`src/rtl/ic_pkg.sv`:
```
package ic_pkg;

  typedef enum logic [2:0] {
    CAPM_OFF   = 3'd0,
    CAPM_RISE  = 3'd1,
    CAPM_FALL  = 3'd2,
    CAPM_BOTH  = 3'd3,
    CAPM_WIDTH = 3'd4
  } capm_e;

  localparam int FLAGS_PER_CH = 4;
  localparam int OFS_RELOAD   = 0;
  localparam int OFS_CAPTURE  = 1;
  localparam int OFS_COMPARE  = 2;
  localparam int CMP_PER_CH   = 2;
  localparam int MODE_W       = 3;

  function automatic logic mode_takes_rise(logic [MODE_W-1:0] m);
    return (m == CAPM_RISE) || (m == CAPM_BOTH) || (m == CAPM_WIDTH);
  endfunction

  function automatic logic mode_takes_fall(logic [MODE_W-1:0] m);
    return (m == CAPM_FALL) || (m == CAPM_BOTH) || (m == CAPM_WIDTH);
  endfunction

endpackage

```
`src/rtl/ic_edge_sync.sv`:
```
module ic_edge_sync #(
  parameter int STAGES = 2
) (
  input  logic clk,
  input  logic rst_n,
  input  logic async_in,
  output logic rise,
  output logic fall
);
  // sh_q[STAGES-1] is the synchronised level, sh_q[STAGES] its previous value
  logic [STAGES:0] sh_q, sh_d;

  always_comb begin
    sh_d = {sh_q[STAGES-1:0], async_in};
  end

  always_ff @(posedge clk or negedge rst_n) begin
    if (!rst_n) sh_q <= '0;
    else        sh_q <= sh_d;
  end

  assign rise = sh_q[STAGES-1] & ~sh_q[STAGES];
  assign fall = ~sh_q[STAGES-1] & sh_q[STAGES];
endmodule

```
`src/rtl/ic_capture_chan.sv`:
```
module ic_capture_chan
  import ic_pkg::*;
#(
  parameter int CNT_W = 16
) (
  input  logic              clk,
  input  logic              rst_n,
  input  logic [CNT_W-1:0]  count,
  input  logic [MODE_W-1:0] mode,
  input  logic              rise,
  input  logic              fall,
  output logic [CNT_W-1:0]  cap_rise,
  output logic [CNT_W-1:0]  cap_fall,
  output logic [CNT_W-1:0]  period,
  output logic [CNT_W-1:0]  high,
  output logic              evt
);
  logic             take_r, take_f, width_m;
  logic             upd_rise, upd_fall, upd_per, upd_high;
  logic [CNT_W-1:0] rise_q, fall_q, per_q, high_q;
  logic [CNT_W-1:0] rise_d, fall_d, per_d, high_d;
  logic [CNT_W-1:0] since_rise;
  logic             evt_q, evt_d;

  always_comb begin
    take_r     = rise & mode_takes_rise(mode);
    take_f     = fall & mode_takes_fall(mode);
    width_m    = (mode == CAPM_WIDTH);
    since_rise = count - rise_q;
    upd_rise   = take_r;
    upd_fall   = take_f;
    upd_per    = take_r & width_m;
    upd_high   = take_f & width_m;
    rise_d     = count;
    fall_d     = count;
    per_d      = since_rise;
    high_d     = since_rise;
    evt_d      = take_r | take_f;
  end

  always_ff @(posedge clk or negedge rst_n) begin
    if (!rst_n) begin
      rise_q <= '0;
      fall_q <= '0;
      per_q  <= '0;
      high_q <= '0;
      evt_q  <= 1'b0;
    end else begin
      if (upd_rise) rise_q <= rise_d;
      if (upd_fall) fall_q <= fall_d;
      if (upd_per)  per_q  <= per_d;
      if (upd_high) high_q <= high_d;
      evt_q <= evt_d;
    end
  end

  assign cap_rise = rise_q;
  assign cap_fall = fall_q;
  assign period   = per_q;
  assign high     = high_q;
  assign evt      = evt_q;
endmodule

```
`src/rtl/ic_flag_bank.sv`:
```
module ic_flag_bank
  import ic_pkg::*;
#(
  parameter int NUM_CH = 2
) (
  input  logic                           clk,
  input  logic                           rst_n,
  input  logic [NUM_CH*FLAGS_PER_CH-1:0] set_vec,
  input  logic                           clr_wr,
  input  logic [NUM_CH*FLAGS_PER_CH-1:0] clr_data,
  input  logic                           ien_wr,
  input  logic [NUM_CH*FLAGS_PER_CH-1:0] ien_data,
  output logic [NUM_CH*FLAGS_PER_CH-1:0] status,
  output logic [NUM_CH*FLAGS_PER_CH-1:0] ien,
  output logic                           irq
);
  localparam int FLAG_W = NUM_CH * FLAGS_PER_CH;

  logic [FLAG_W-1:0] sts_q, sts_d, ien_q, ien_d, clr_mask;
  logic              sts_en;

  always_comb begin
    clr_mask = clr_wr ? clr_data : '0;
    sts_en   = clr_wr | (|set_vec);
    // set is applied after the clear so a coincident event survives
    sts_d    = (sts_q & ~clr_mask) | set_vec;
    ien_d    = ien_data;
  end

  always_ff @(posedge clk or negedge rst_n) begin
    if (!rst_n) begin
      sts_q <= '0;
      ien_q <= '0;
    end else begin
      if (sts_en) sts_q <= sts_d;
      if (ien_wr) ien_q <= ien_d;
    end
  end

  assign status = sts_q;
  assign ien    = ien_q;
  assign irq    = |(sts_q & ien_q);
endmodule

```
`src/rtl/ic_capture_top.sv`:
```
module ic_capture_top
  import ic_pkg::*;
#(
  parameter int NUM_CH      = 2,
  parameter int CNT_W       = 16,
  parameter int SYNC_STAGES = 2
) (
  input  logic                           clk,
  input  logic                           rst_n,
  input  logic [CNT_W-1:0]               count,
  input  logic [NUM_CH*MODE_W-1:0]       mode,
  input  logic [NUM_CH-1:0]              sig_in,
  input  logic [NUM_CH-1:0]              reload_evt,
  input  logic [NUM_CH*CMP_PER_CH-1:0]   cmp_evt,
  input  logic                           clr_wr,
  input  logic [NUM_CH*FLAGS_PER_CH-1:0] clr_data,
  input  logic                           ien_wr,
  input  logic [NUM_CH*FLAGS_PER_CH-1:0] ien_data,
  output logic [NUM_CH*CNT_W-1:0]        cap_rise,
  output logic [NUM_CH*CNT_W-1:0]        cap_fall,
  output logic [NUM_CH*CNT_W-1:0]        meas_period,
  output logic [NUM_CH*CNT_W-1:0]        meas_high,
  output logic [NUM_CH-1:0]              cap_evt,
  output logic [NUM_CH*FLAGS_PER_CH-1:0] status,
  output logic [NUM_CH*FLAGS_PER_CH-1:0] irq_en,
  output logic                           irq
);
  localparam int FLAG_W = NUM_CH * FLAGS_PER_CH;

  // reset: asserted asynchronously, released on the clock
  logic [1:0] rst_pipe_q;
  logic       rst_q_n;

  always_ff @(posedge clk or negedge rst_n) begin
    if (!rst_n) rst_pipe_q <= 2'b00;
    else        rst_pipe_q <= {rst_pipe_q[0], 1'b1};
  end
  assign rst_q_n = rst_pipe_q[1];

  logic [NUM_CH-1:0] rise_w, fall_w, evt_w;
  logic [FLAG_W-1:0] set_vec;

  for (genvar c = 0; c < NUM_CH; c++) begin : g_ch
    ic_edge_sync #(.STAGES(SYNC_STAGES)) u_sync (
      .clk      (clk),
      .rst_n    (rst_q_n),
      .async_in (sig_in[c]),
      .rise     (rise_w[c]),
      .fall     (fall_w[c])
    );

    ic_capture_chan #(.CNT_W(CNT_W)) u_chan (
      .clk      (clk),
      .rst_n    (rst_q_n),
      .count    (count),
      .mode     (mode[c*MODE_W +: MODE_W]),
      .rise     (rise_w[c]),
      .fall     (fall_w[c]),
      .cap_rise (cap_rise[c*CNT_W +: CNT_W]),
      .cap_fall (cap_fall[c*CNT_W +: CNT_W]),
      .period   (meas_period[c*CNT_W +: CNT_W]),
      .high     (meas_high[c*CNT_W +: CNT_W]),
      .evt      (evt_w[c])
    );

    assign set_vec[c*FLAGS_PER_CH + OFS_RELOAD]  = reload_evt[c];
    assign set_vec[c*FLAGS_PER_CH + OFS_CAPTURE] = evt_w[c];
    for (genvar n = 0; n < CMP_PER_CH; n++) begin : g_cmp
      assign set_vec[c*FLAGS_PER_CH + OFS_COMPARE + n] = cmp_evt[c*CMP_PER_CH + n];
    end
  end

  assign cap_evt = evt_w;

  ic_flag_bank #(.NUM_CH(NUM_CH)) u_flags (
    .clk      (clk),
    .rst_n    (rst_q_n),
    .set_vec  (set_vec),
    .clr_wr   (clr_wr),
    .clr_data (clr_data),
    .ien_wr   (ien_wr),
    .ien_data (ien_data),
    .status   (status),
    .ien      (irq_en),
    .irq      (irq)
  );
endmodule

```
`config.mk`:
```
export PLATFORM = sky130hd
export DESIGN_NAME = ic_capture_top
export DESIGN_NICKNAME = d
export VERILOG_FILES = /design/src/rtl/ic_pkg.sv /design/src/rtl/ic_edge_sync.sv /design/src/rtl/ic_capture_chan.sv /design/src/rtl/ic_flag_bank.sv /design/src/rtl/ic_capture_top.sv
export SDC_FILE = /design/constraint.sdc
export NUM_CORES = 1
export LEC_CHECK = 0
export ABC_AREA = 1
export ABC_CLOCK_PERIOD_IN_PS = 4400
export BUFFER_PORTS_ARGS = -buffer_cell sky130_fd_sc_hd__buf_2
export CAP_MARGIN = 40
export CORE_MARGIN = 3
export CORE_UTILIZATION = 48
export DETAILED_ROUTE_END_ITERATION = 6
export PLACE_DENSITY_LB_ADDON = 0.2
export SLEW_MARGIN = 40
export SYNTH_ARGS = -nofsm -noshare
export SYNTH_HDL_FRONTEND = slang
export SYNTH_SLANG_ARGS = --single-unit
```
`constraint.sdc`:
```
create_clock -name clk -period 4.4 [get_ports clk]
set_clock_uncertainty 0.2 [all_clocks]
set_input_delay 0.88 -clock clk [delete_from_list [all_inputs] [get_ports clk]]
set_output_delay 0.88 -clock clk [all_outputs]
set_load 0.02 [all_outputs]
```
# After elaboration in Yosys (flattened, before gate mapping)
# Cells that the tools add are included.
word_totals:
  register_bits: 154
  in_bits: 50
  out_inout_bits: 147
  word_cells: 59
classes:
  addsub: 2
  n_eq_ne: 8
  n_mux: 1
  n_bitwise: 23
  n_reduce_logical: 10
ops:
  columns: ["cell", "count"]
  rows:
  - ["$sub A16 B16 Y16", 2]
  - ["$and A8 B8 Y8", 2]
  - ["$reduce_or A8 Y1", 2]
  - ["$and A1 B1 Y1", 12]
  - ["$eq A3 B2 Y1 const B", 4]
  - ["$logic_or A1 B1 Y1", 8]
  - ["$mux W8", 1]
  - ["$not A8 Y8", 1]
  - ["$or A8 B8 Y8", 1]
  - ["$eq A3 B1 Y1 const B", 2]
  - ["$eq A3 B3 Y1 const B", 2]
  - ["$not A1 Y1", 4]
  - ["$or A1 B1 Y1", 3]

# Longest topological paths before layout
# Gate-level depths: netlist of the first run.
depth:
  word_depth: 5
  mapped_depth: 13

# Modules after synthesis
# Synthesis of the first run repeated with hierarchy kept, for this count alone.
unflattened:
  cells_unflattened: 923
  area_unflattened_um2: 7778.7
modules_own_cells:
  columns: ["module", "instances", "cells_per_inst", "area_each_um2"]
  rows:
  - ["ic_capture_chan at g_ch[1].u_chan", 1, 417, 3447.1]
  - ["ic_capture_chan at g_ch[0].u_chan", 1, 416, 3434.5]
  - ["ic_flag_bank", 1, 73, 663.1]
  - ["ic_edge_sync", 2, 7, 90.1]
  - ["ic_capture_top", 1, 3, 53.8]

# Worst setup path after synthesis of the first run
# No wires, ideal clock.
synth_timing:
  kind: "input to register"
  startpoint: "input port count[0]"
  endpoint: "register g_ch[0].u_chan.high_q[8]"
  arrival_time_ns: 2.200
  path_slack_ns: 1.883
  stages: 10
  n_path_buf: 0
  path_cell_list: "inv_1 > ha_1 > fa_1 > inv_1 > nand3_1 > nand3_1 > a21oi_1 > or2_1 > nand3_1 > nand2_1"
synth_via:
  elab_chain_cells: 1
synth_lines:
  columns: ["item", "line", "source"]
  rows:
  - ["start, declared", "ic_capture_top.sv:10", "input logic [CNT_W-1:0] count,"]
  - ["$sub A16 B16 Y16", "ic_capture_chan.sv:29", "since_rise = count - rise_q;"]
  - ["end signal, assigned", "ic_capture_chan.sv:52", "if (upd_high) high_q <= high_d;"]
  - ["end, declared", "ic_capture_chan.sv:20", "logic [CNT_W-1:0] rise_q, fall_q, per_q, high_q;"]
# No other way between the ends.
# A chain may end at the register's enable or synchronous reset.

# Final worst setup path of the first run
layout_timing:
  startpoint: "register u_flags.ien_q[2], in the netlist u_flags.ien[2]"
  endpoint: "output port irq"
layout_via:
  elab_chain_cells: 2
layout_lines:
  columns: ["item", "line", "source"]
  rows:
  - ["start, declared", "ic_flag_bank.sv:19", "logic [FLAG_W-1:0] sts_q, sts_d, ien_q, ien_d, clr_mask;"]
  - ["start signal, assigned", "ic_flag_bank.sv:36", "if (ien_wr) ien_q <= ien_d;"]
  - ["$and A8 B8 Y8", "ic_flag_bank.sv:42", "assign irq = |(sts_q & ien_q);"]
  - ["$reduce_or A8 Y1", "ic_flag_bank.sv:42", null]
  - ["end, declared", "ic_capture_top.sv:26", "output logic irq"]
# No other way between the ends.

==> results of run 1 <==
[kinds of logic (layout without fill, tap and decap cells)]
kind of cell	after synthesis	count (layout)	share of synthesized area, %
AND/OR/NAND/NOR	461	461	24.8
buffers and inverters	166	373	8.56
flip-flops	154	154	50.7
AO/OA/AOI/OAI	114	114	7.87
adder cells (fa/ha/maj)	32	32	5.46
XOR/XNOR	12	12	1.38
multiplexers	8	8	1.19
other	1	1	0.0493
[sequential cells by signal, indices dropped and copies added (netlist names)]
signal and count:
g_ch.u_chan.cap_fall 32, g_ch.u_chan.cap_rise 32, g_ch.u_chan.high 32, g_ch.u_chan.period 32, u_flags.ien 8, u_flags.status 8, g_ch.u_sync.sh_q 6, g_ch.u_chan.evt 2
rst_pipe_q 2
[per-layer routing]
metal  global-route usage (%)  vias up  wire, microns
met5                        0        -             13
met2                     39.0      174           9770
met1                     32.9     3101           9200
met4                     6.48        2            354
met3                     6.15       25           1130
li1                         -     3353              -
[cell usage in the layout (no fill, tap or decap), types with 5 or more instances in the layout]
master     count
a21oi_1       16
clkbuf_16     17
buf_4          5
o21ai_1        6
inv_1        138
buf_2        196
nand3_1       62
mux2_2         8
nand2_2        8
o21ai_0       82
nor3_1         6
xnor2_1        8
dfrtp_1      153
nor2_1        22
ha_1          30
a21o_1         8
nand2_1      349
[worst max-delay path: stages (launching register included)]
cell	delay, ns
dfrtp_1	0.40
nand2_1	0.07
nand2_1	0.05
a221oi_1	0.26
nand3_1	0.10
buf_2	0.17
[power by group through the flow]
stage          clock [W]  sequential [W]  combinational, W
2_1_floorplan          0         0.00242          0.000810
3_3_place_gp           0         0.00200           0.00187
3_5_place_dp           0         0.00200           0.00190
4_1_cts          0.00157         0.00198           0.00192
5_1_grt          0.00164         0.00203           0.00211
6_report         0.00155         0.00198           0.00190
[stage by stage]
step,hold slack [ns],setup WS [ns],instance area [sq um]
after floorplan,0.131,1.65,7600
after CTS,0.0234,1.84,9430
after detailed placement,0.0889,1.55,8800
after global routing,0.0134,1.74,9430
final,0.0340,1.85,9430
after global placement,0.134,1.61,8780
[final timing paths]
check	start	end	slack (ns)
max	u_flags.ien[2]	irq	1.85
min	rst_n	rst_pipe_q[0]	0.03
max reg2reg	g_ch[0].u_chan.cap_rise[0]	g_ch[0].u_chan.period[8]	2.28
min reg2reg	rst_pipe_q[1]	u_flags.status[7]	0.08
max in group asynchronous	rst_pipe_q[1]	g_ch[1].u_chan.period[13]	3.14
min in group clk	rst_pipe_q[0]	rst_pipe_q[1]	0.15
[area by class of cell]
cell class	count	share of cell area, %
sequential	154	40.9
tap	211	2.80
inverter	138	5.49
clock buffer	22	4.92
multi-input combinational	628	32.9
clock inverter	10	1.75
timing repair buffer	203	11.2
[Yosys cell counts (2+ instances only)]
library cell	number
buf_4	2
buf_2	16
fa_1	2
a21oi_1	16
a21o_1	8
or2_1	2
xnor2_1	8
clkbuf_1	10
nand3_1	62
nand4_1	3
nand3b_1	4
dfrtp_1	154
nand2_1	351
o21ai_1	6
nand2_2	6
nor3_1	6
xor2_1	4
inv_1	138
nor2_1	22
ha_1	30
mux2_2	8
nand3_2	4
o21ai_0	82
==> metrics.txt, run 1 <==
status completed; TritonCTS Sinks 154; DR vias 6655; Seq. cell area 3860 sq um; Max Freq 0.392 GHz; Synth area leaders dfrtp_1, nand2_1, inv_1; YS warnings 0; router iterations before antenna repair 5; RSZ-0062 raised after global routing no; Synth top area share 50.7%; Worst-Skew Late Latency 0.42 ns; syn_nets 1030; Cells after DPL 1334; clk root buf clkbuf_16; Final Cycle Share 58.0%; Initial DRC Count 463; WL per Instance 15.0 microns; TNS Setup 0 ns; Lkg Pwr 5.45 nW; # nets final 1224; Worst-Margin Slew 0.623 ns; DR DRC count 0; CP endpoint kind primary output; GP Congestion 0.919; largest net degree at the start of global routing 56; Net Sw Power 0.00206 W; gr ovfl total 0; EDFF count, synth 0; first-pass GRT wire length 33700 microns; Tmin final 2.55 ns; filler instances 1400; internal power 0.00338 W; async set or reset register ratio after synthesis 100%; Slew Viols, Final 0; Core Region 15400 sq um; Initial Util 49.5%; Post-CTS Setup Bufs 0; Setup-failing EPs final 0; Post-Syn Area 7600 sq um; final count of hold timing violations 0; Syn Area/Cell 8.02 sq um; die boundary width 132 microns; switch share 37.8%; row count 45; Post-Synthesis Cells 948; vias per cell 4.87; Pwr Total 0.00544 W; I/O Pins 197; Comb pwr share 35.0%; Critical Path RT 3.32 ns; clock-pin slew on the worst setup and hold paths 0.06 ns; Layout Utilization 61.4%; Seq/Total Area, Yosys 50.7%; CTS tree built; Seq pwr share 36.4%; IO buf count 196; synthesis-stage register bit count 154; CP startpoint kind register; fin cells 1366; P&R area growth vs syn 24.0%; Final ANT Viol Nets 0; CP Class register to primary output; CTS buffer count 17; area of the multi-input gates 3100 sq um; Clock Tree Buf Depth 2; post-synth top area cell dfrtp_1; drt total wl 20500 microns; initial antenna violation count 1; Clock power frac 28.6%; worst vdd ir 0.320 mV; die area 17400 sq um; Yosys cell types 27; H-tree lvl count 4; hold_buf cts 0; HPWL after DPL 15900 microns; Slew headroom 58.4%; layout cells sized above 1 22.0%; PD cells 576 nW/um^2; Crit Path Max Fanout 3; post_cts resized 0; vias in the first global route 6449; n_diodes 0; Critical Path AT 1.47 ns; hold crit path type input pin to async pin; die height 132 microns; Max-Cap Viols 0; cell count of the worst reg-to-reg path 9; gr usage total 24.2%; Synth Flop Type dfrtp_1
Power figures use the tool's default switching activity.
==> inputs of run 2 (changes only) <==
ABC_CLOCK_PERIOD_IN_PS = 2400   (was 4400)
CORE_UTILIZATION = 53   (was 48)
clock period = 2.4 ns   (was 4.4 ns; I/O delays follow)
==> metrics.txt, run 2 (same netlist as run 1, synthesis figures left out) <==
CP Class register to register; clk root buf clkbuf_16; router iterations before antenna repair 5 (unchanged); Final Cycle Share 88.7%; n_diodes 0 (unchanged); Post-CTS Setup Bufs 0 (unchanged); largest net degree at the start of global routing 53 (-5.4%); Max Freq 0.470 GHz; I/O Pins 197 (unchanged); drt total wl 20600 microns (+0.84%); fin cells 1343 (-1.7%); die area 15800 sq um (-9.0%); Critical Path RT 2.51 ns (-0.81 ns); status completed; Tmin final 2.13 ns; layout cells sized above 1 22.4% (+0.36 points); CTS tree built; P&R area growth vs syn 24.7%; DR DRC count 0 (unchanged); hold crit path type input pin to register; Slew headroom 66.2% (+7.8 points); PD cells 1060 nW/um^2 (+85%); vias per cell 5.08 (+4.2%); Worst-Skew Late Latency 0.42 ns (about the same); Critical Path AT 2.24 ns (+0.77 ns); # nets final 1232 (+0.65%); GP Congestion 0.940 (+2.2%); Clock Tree Buf Depth 2 (unchanged); clock-pin slew on the worst setup and hold paths 0.06 ns (about the same); Lkg Pwr 5.50 nW (+0.93%); worst vdd ir 0.633 mV (+98%); CP startpoint kind register; initial antenna violation count 0 (-1); Setup WS pre-CTS 0.00248 ns (-1.55 ns); vias in the first global route 6544 (+1.5%); TritonCTS Sinks 154 (unchanged); TNS Setup 0 ns (unchanged); DR vias 6820 (+2.5%); gr ovfl total 0 (unchanged); Core Region 13900 sq um (-9.3%); Crit Path Max Fanout 3 (unchanged); H-tree lvl count 4 (unchanged); CTS buffer count 17 (unchanged); gr usage total 26.7% (+2.5 points); die height 126 microns (-4.6%); most common cell after layout, fill and taps aside nand2_1; Worst-Margin Slew 0.507 ns (-0.116 ns); setup slack after layout 0.272 ns (-1.58 ns); hold_ws 0.0305 ns (-0.00354 ns); final count of hold timing violations 0 (unchanged); filler instances 1254 (-10%); WL per Instance 15.4 microns (+2.6%); HPWL after DPL 15700 microns (-0.97%); Slew Viols, Final 0 (unchanged); CP endpoint kind register; die boundary width 126 microns (-4.6%); Max-Cap Viols 0 (unchanged); Setup-failing EPs final 0 (unchanged); row count 43 (-4.4%); Initial DRC Count 509 (+9.9%); first-pass GRT wire length 33500 microns (-0.35%); RSZ-0062 raised after global routing no; Final ANT Viol Nets 0 (unchanged); most frequent cells in the layout nand2_1, buf_2, dfrtp_1; Initial Util 54.6% (+5.1 points); Cells after DPL 1308 (-1.9%); IO buf count 196 (unchanged)
==> run 2: worst max-delay path, stage by stage, from the launching register on <==
cell,delay [ns]
dfrtp_1,0.40
ha_1,0.21
fa_1,0.41
inv_1,0.10
nand3_1,0.07
nand3_1,0.15
a21oi_1,0.11
or2_1,0.23
nand3_1,0.08
nand2_1,0.05
==> run 2: per-stage QoR <==
step | total power (W) | cell area [sq um] | util [%]
floorplan | 0.00592 | 7610 | -
global placement | 0.00708 | 8790 | 63.1
detailed placement | 0.00716 | 8790 | 63.1
CTS | 0.0101 | 9480 | 68.0
global route | 0.0107 | 9480 | 68.0
finish | 0.0101 | 9480 | 68.0
==> run 2: final timing paths <==
| kind | startpoint | endpoint | slack (ns) | cells past startpoint |
|---|---|---|---|---|
| max | g_ch[0].u_chan.cap_rise[0] | g_ch[0].u_chan.period[8] | 0.27 | 9 |
| min | cmp_evt[2] | u_flags.status[6] | 0.03 | 2 |
| max reg2reg | g_ch[0].u_chan.cap_rise[0] | g_ch[0].u_chan.period[8] | 0.27 | 9 |
| min reg2reg | rst_pipe_q[1] | g_ch[1].u_chan.cap_fall[14] | 0.11 | 0 |
| max in group asynchronous | rst_pipe_q[1] | g_ch[1].u_chan.period[5] | 1.20 | 1 |
| min in group asynchronous | rst_pipe_q[1] | g_ch[1].u_chan.cap_fall[14] | 0.11 | 0 |
==> run 2: final cells by class <==
type,count,area (sq um),share of cell area [%]
inverters,138,518,5.47
clock inverters,12,186,1.97
clock buffers,20,467,4.92
multi-input cells,628,3100,32.7
well taps,180,225,2.38
flip-flops and latches,154,3860,40.7
repair buffers,211,1130,11.9
==> run 2: power breakdown <==
| part | internal, W | switching (W) | total, W |
|---|---|---|---|
| combinational | 0.00118 | 0.00232 | 0.00350 |
| clock | 0.00184 | 0.00110 | 0.00294 |
| sequential | 0.00323 | 0.000423 | 0.00365 |
| total | 0.00624 | 0.00385 | 0.0101 |
==> run 2: timing repair <==
item / 4_1_cts / 5_1_grt
endpoints found under the hold margin: 4 / 0
resized for setup: 0 / 0
hold buffers: 3 / 0
==> run 2: per-layer routing <==
metal	global-route usage [%]	vias up	part of all wire [%]
met3	6.15	28	6.3
li1	-	3367	-
met4	7.76	0	1.7
met1	36.5	3211	44
met5	0	-	0
met2	43.0	214	48
==> inputs of run 3 (changes only) <==
CORE_UTILIZATION = 54   (was 53)
MAX_ROUTING_LAYER = met4   (was not set)
SYNTH_HIERARCHICAL = 1   (was not set)
==> metrics.txt, run 3 <==
status completed; die height 126 microns (+0.20%); WL per Instance 15.1 microns (-1.7%); CP endpoint kind register; gr busiest metal met2; most frequent cell after synthesis nand2_1; first-pass GRT wire length 32700 microns (-2.4%); Yosys cell types 31 (+15%); CTS tree built; Slew headroom 65.5% (-0.67 points); Critical Path AT 2.23 ns (about the same); initial antenna violation count 1 (+1); CTS buffer count 17 (unchanged); hold crit path type input pin to register; clk root buf clkbuf_16; TritonCTS Sinks 154 (unchanged); syn_nets 1005 (-2.4%); Worst-Skew Late Latency 0.42 ns (about the same); vias in the first global route 6463 (-1.2%); filler instances 1174 (-6.4%); async set or reset register ratio after synthesis 100% (unchanged); Max Freq 0.473 GHz (+0.69%); Max-Cap Viols 0 (unchanged); # nets final 1216 (-1.3%); PD cells 1080 nW/um^2 (+1.2%); synthesis-stage register bit count 154 (unchanged); RSZ-0062 raised after global routing no; GP Congestion 0.986 (+4.9%); largest net degree at the start of global routing 41 (-23%); Post-Synthesis Cells 923 (-2.6%); router iterations before antenna repair 5 (unchanged); vias per cell 5.09 (+0.20%); die boundary width 126 microns (+0.20%); met2 Use GR 40.1% (-2.9 points); Clock Tree Buf Depth 2 (unchanged); die area 15900 sq um (+0.41%); Slew Viols, Final 0 (unchanged); I/O Pins 197 (unchanged); Synth top area share 49.5% (-1.1 points); Initial Util 55.6% (+1.1 points); Post-synth top cells nand2_1, dfrtp_1, inv_1; drt total wl 20000 microns (-2.8%); Syn Area/Cell 8.43 sq um (+5.1%); P&R area growth vs syn 24.1%; most common cell after layout, fill and taps aside nand2_1; H-tree lvl count 4 (unchanged); met1 usage 37.1% (+0.53 points); HPWL after DPL 15200 microns (-3.0%); gr usage total 26.7% (+0.073 points); Worst-Margin Slew 0.517 ns (+0.0101 ns); TNS Setup 0 ns (unchanged); final count of hold timing violations 0 (unchanged); Crit Path Max Fanout 3 (unchanged); Post-Syn Area 7780 sq um (+2.3%); Tmin final 2.11 ns (-0.0146 ns); IO buf count 196 (unchanged); Final ANT Viol Nets 0 (unchanged); worst vdd ir 0.571 mV (-9.9%); CP startpoint kind register; Initial DRC Count 413 (-19%); Setup-failing EPs final 0 (unchanged); clock-pin slew on the worst setup and hold paths 0.07 ns (about the same); Synth Flop Type dfrtp_1; DR DRC count 0 (unchanged); met3 Resource Use GR 7.08% (+0.93 points); DR vias 6757 (-0.92%); Layout Utilization 69.0% (+0.99 points); most frequent cells in the layout nand2_1, buf_2, dfrtp_1; Lkg Pwr 5.49 nW (-0.23%); Seq/Total Area, Yosys 49.5% (-1.1 points); post-synth top area cell dfrtp_1; CP Class register to register; Critical Path RT 2.52 ns (about the same); Post-CTS Setup Bufs 0 (unchanged); Synth area leaders dfrtp_1, nand2_1, inv_1; Core Region 14000 sq um (+0.39%); layout cells sized above 1 25.3% (+2.9 points); row count 43 (unchanged); EDFF count, synth 0 (unchanged); Final Cycle Share 88.1% (-0.61 points); YS warnings 6 (+6); gr ovfl total 0 (unchanged)
[run 3: cell types whose count changed after synthesis, sizes merged, moves of 2 or more]
cell | before | now
xnor2 | 8 | 6
nand2 | 357 | 339
or2 | 3 | 6
buf | 18 | 16
clkbuf | 10 | 6
inv | 138 | 130
nand4 | 3 | 5
a21oi | 16 | 21
o21ai | 88 | 54
nor3 | 6 | 8
nor2 | 22 | 32
mux2 | 8 | 30
[run 3: critical path: stages (launching register included)]
cell     delay (ns)
dfrtp_1        0.40
ha_1           0.22
fa_1           0.40
inv_1          0.09
nand3_1        0.07
nand3_1        0.10
a21oi_1        0.09
or2_2          0.29
nand3_1        0.07
nand2_1        0.05
[run 3: report_power, final]
group          total (W)  internal, W  switching, W
sequential       0.00369      0.00328      0.000412
combinational    0.00380      0.00132       0.00248
clock            0.00290      0.00177       0.00113
[run 3: cells by family (layout without fill, tap and decap cells)]
kind of cell	count (synthesis)	in the layout	share of synthesized area [%]
compound gates	83	83	5.65
xor+xnor	10	10	1.13
fa+ha+maj	32	32	5.34
buf+inv	152	376	8.28
flops	154	154	49.5
mux	30	30	4.92
other cells	1	2	0.0482
simple gates	461	461	25.1
[run 3: worst paths after layout]
| kind | from | endpoint | slack (ns) | depth (start not counted) |
|---|---|---|---|---|
| max in group asynchronous | rst_pipe_q[1] | u_flags/status[4] | 1.26 | 1 |
| setup / recovery | g_ch[0].u_chan/cap_rise[0] | g_ch[0].u_chan/period[8] | 0.29 | 9 |
| min in group asynchronous | rst_pipe_q[1] | g_ch[1].u_chan/cap_fall[3] | 0.11 | 0 |
| hold / removal | cmp_evt[2] | u_flags/status[6] | 0.03 | 2 |
| hold reg to reg | rst_pipe_q[1] | g_ch[1].u_chan/cap_fall[3] | 0.11 | 0 |
| setup reg to reg | g_ch[0].u_chan/cap_rise[0] | g_ch[0].u_chan/period[8] | 0.29 | 9 |
[run 3: cell type report]
cell class	instances	area, sq um	share of cell area, %
Clock buffer	17	425	4.41
Timing Repair Buffer	214	1160	12.0
Sequential cell	154	3860	40.0
Antenna cell	1	2.50	0.0259
Inverter	130	488	5.06
Tap cell	180	225	2.33
Clock inverter	15	213	2.20
Multi-Input combinational cell	617	3280	34.0
[run 3: through the flow]
| step | worst slack, ns | total power, W | hold slack, ns | area [sq um] | instances |
|---|---|---|---|---|---|
| 2_1_floorplan | 0.247 | 0.00619 | -0.0156 | 7780 | 923 |
| 5_1_grt | 0.152 | 0.0110 | 0.0235 | 9650 | 1328 |
| 6_report | 0.286 | 0.0104 | 0.0350 | 9650 | 1328 |
| 4_1_cts | 0.300 | 0.0105 | 0.0232 | 9650 | 1327 |
| 3_5_place_dp | 0.0671 | 0.00751 | 0.0676 | 8980 | 1292 |
| 3_3_place_gp | 0.0944 | 0.00745 | 0.0676 | 8980 | 1292 |
[run 3: layer usage]
metal	wire length (microns)	part of all wire [%]
met1	9270	46
met2	8990	45
met3	1600	8.0
met4	186	0.93
met5	0	0
[run 3: timing repair]
action                                  in CTS  in global routing
endpoints found under the setup margin       0                  0
endpoints found under the hold margin        4                  0
gates resized for setup                      0                  0
hold buffers                                 3                  0
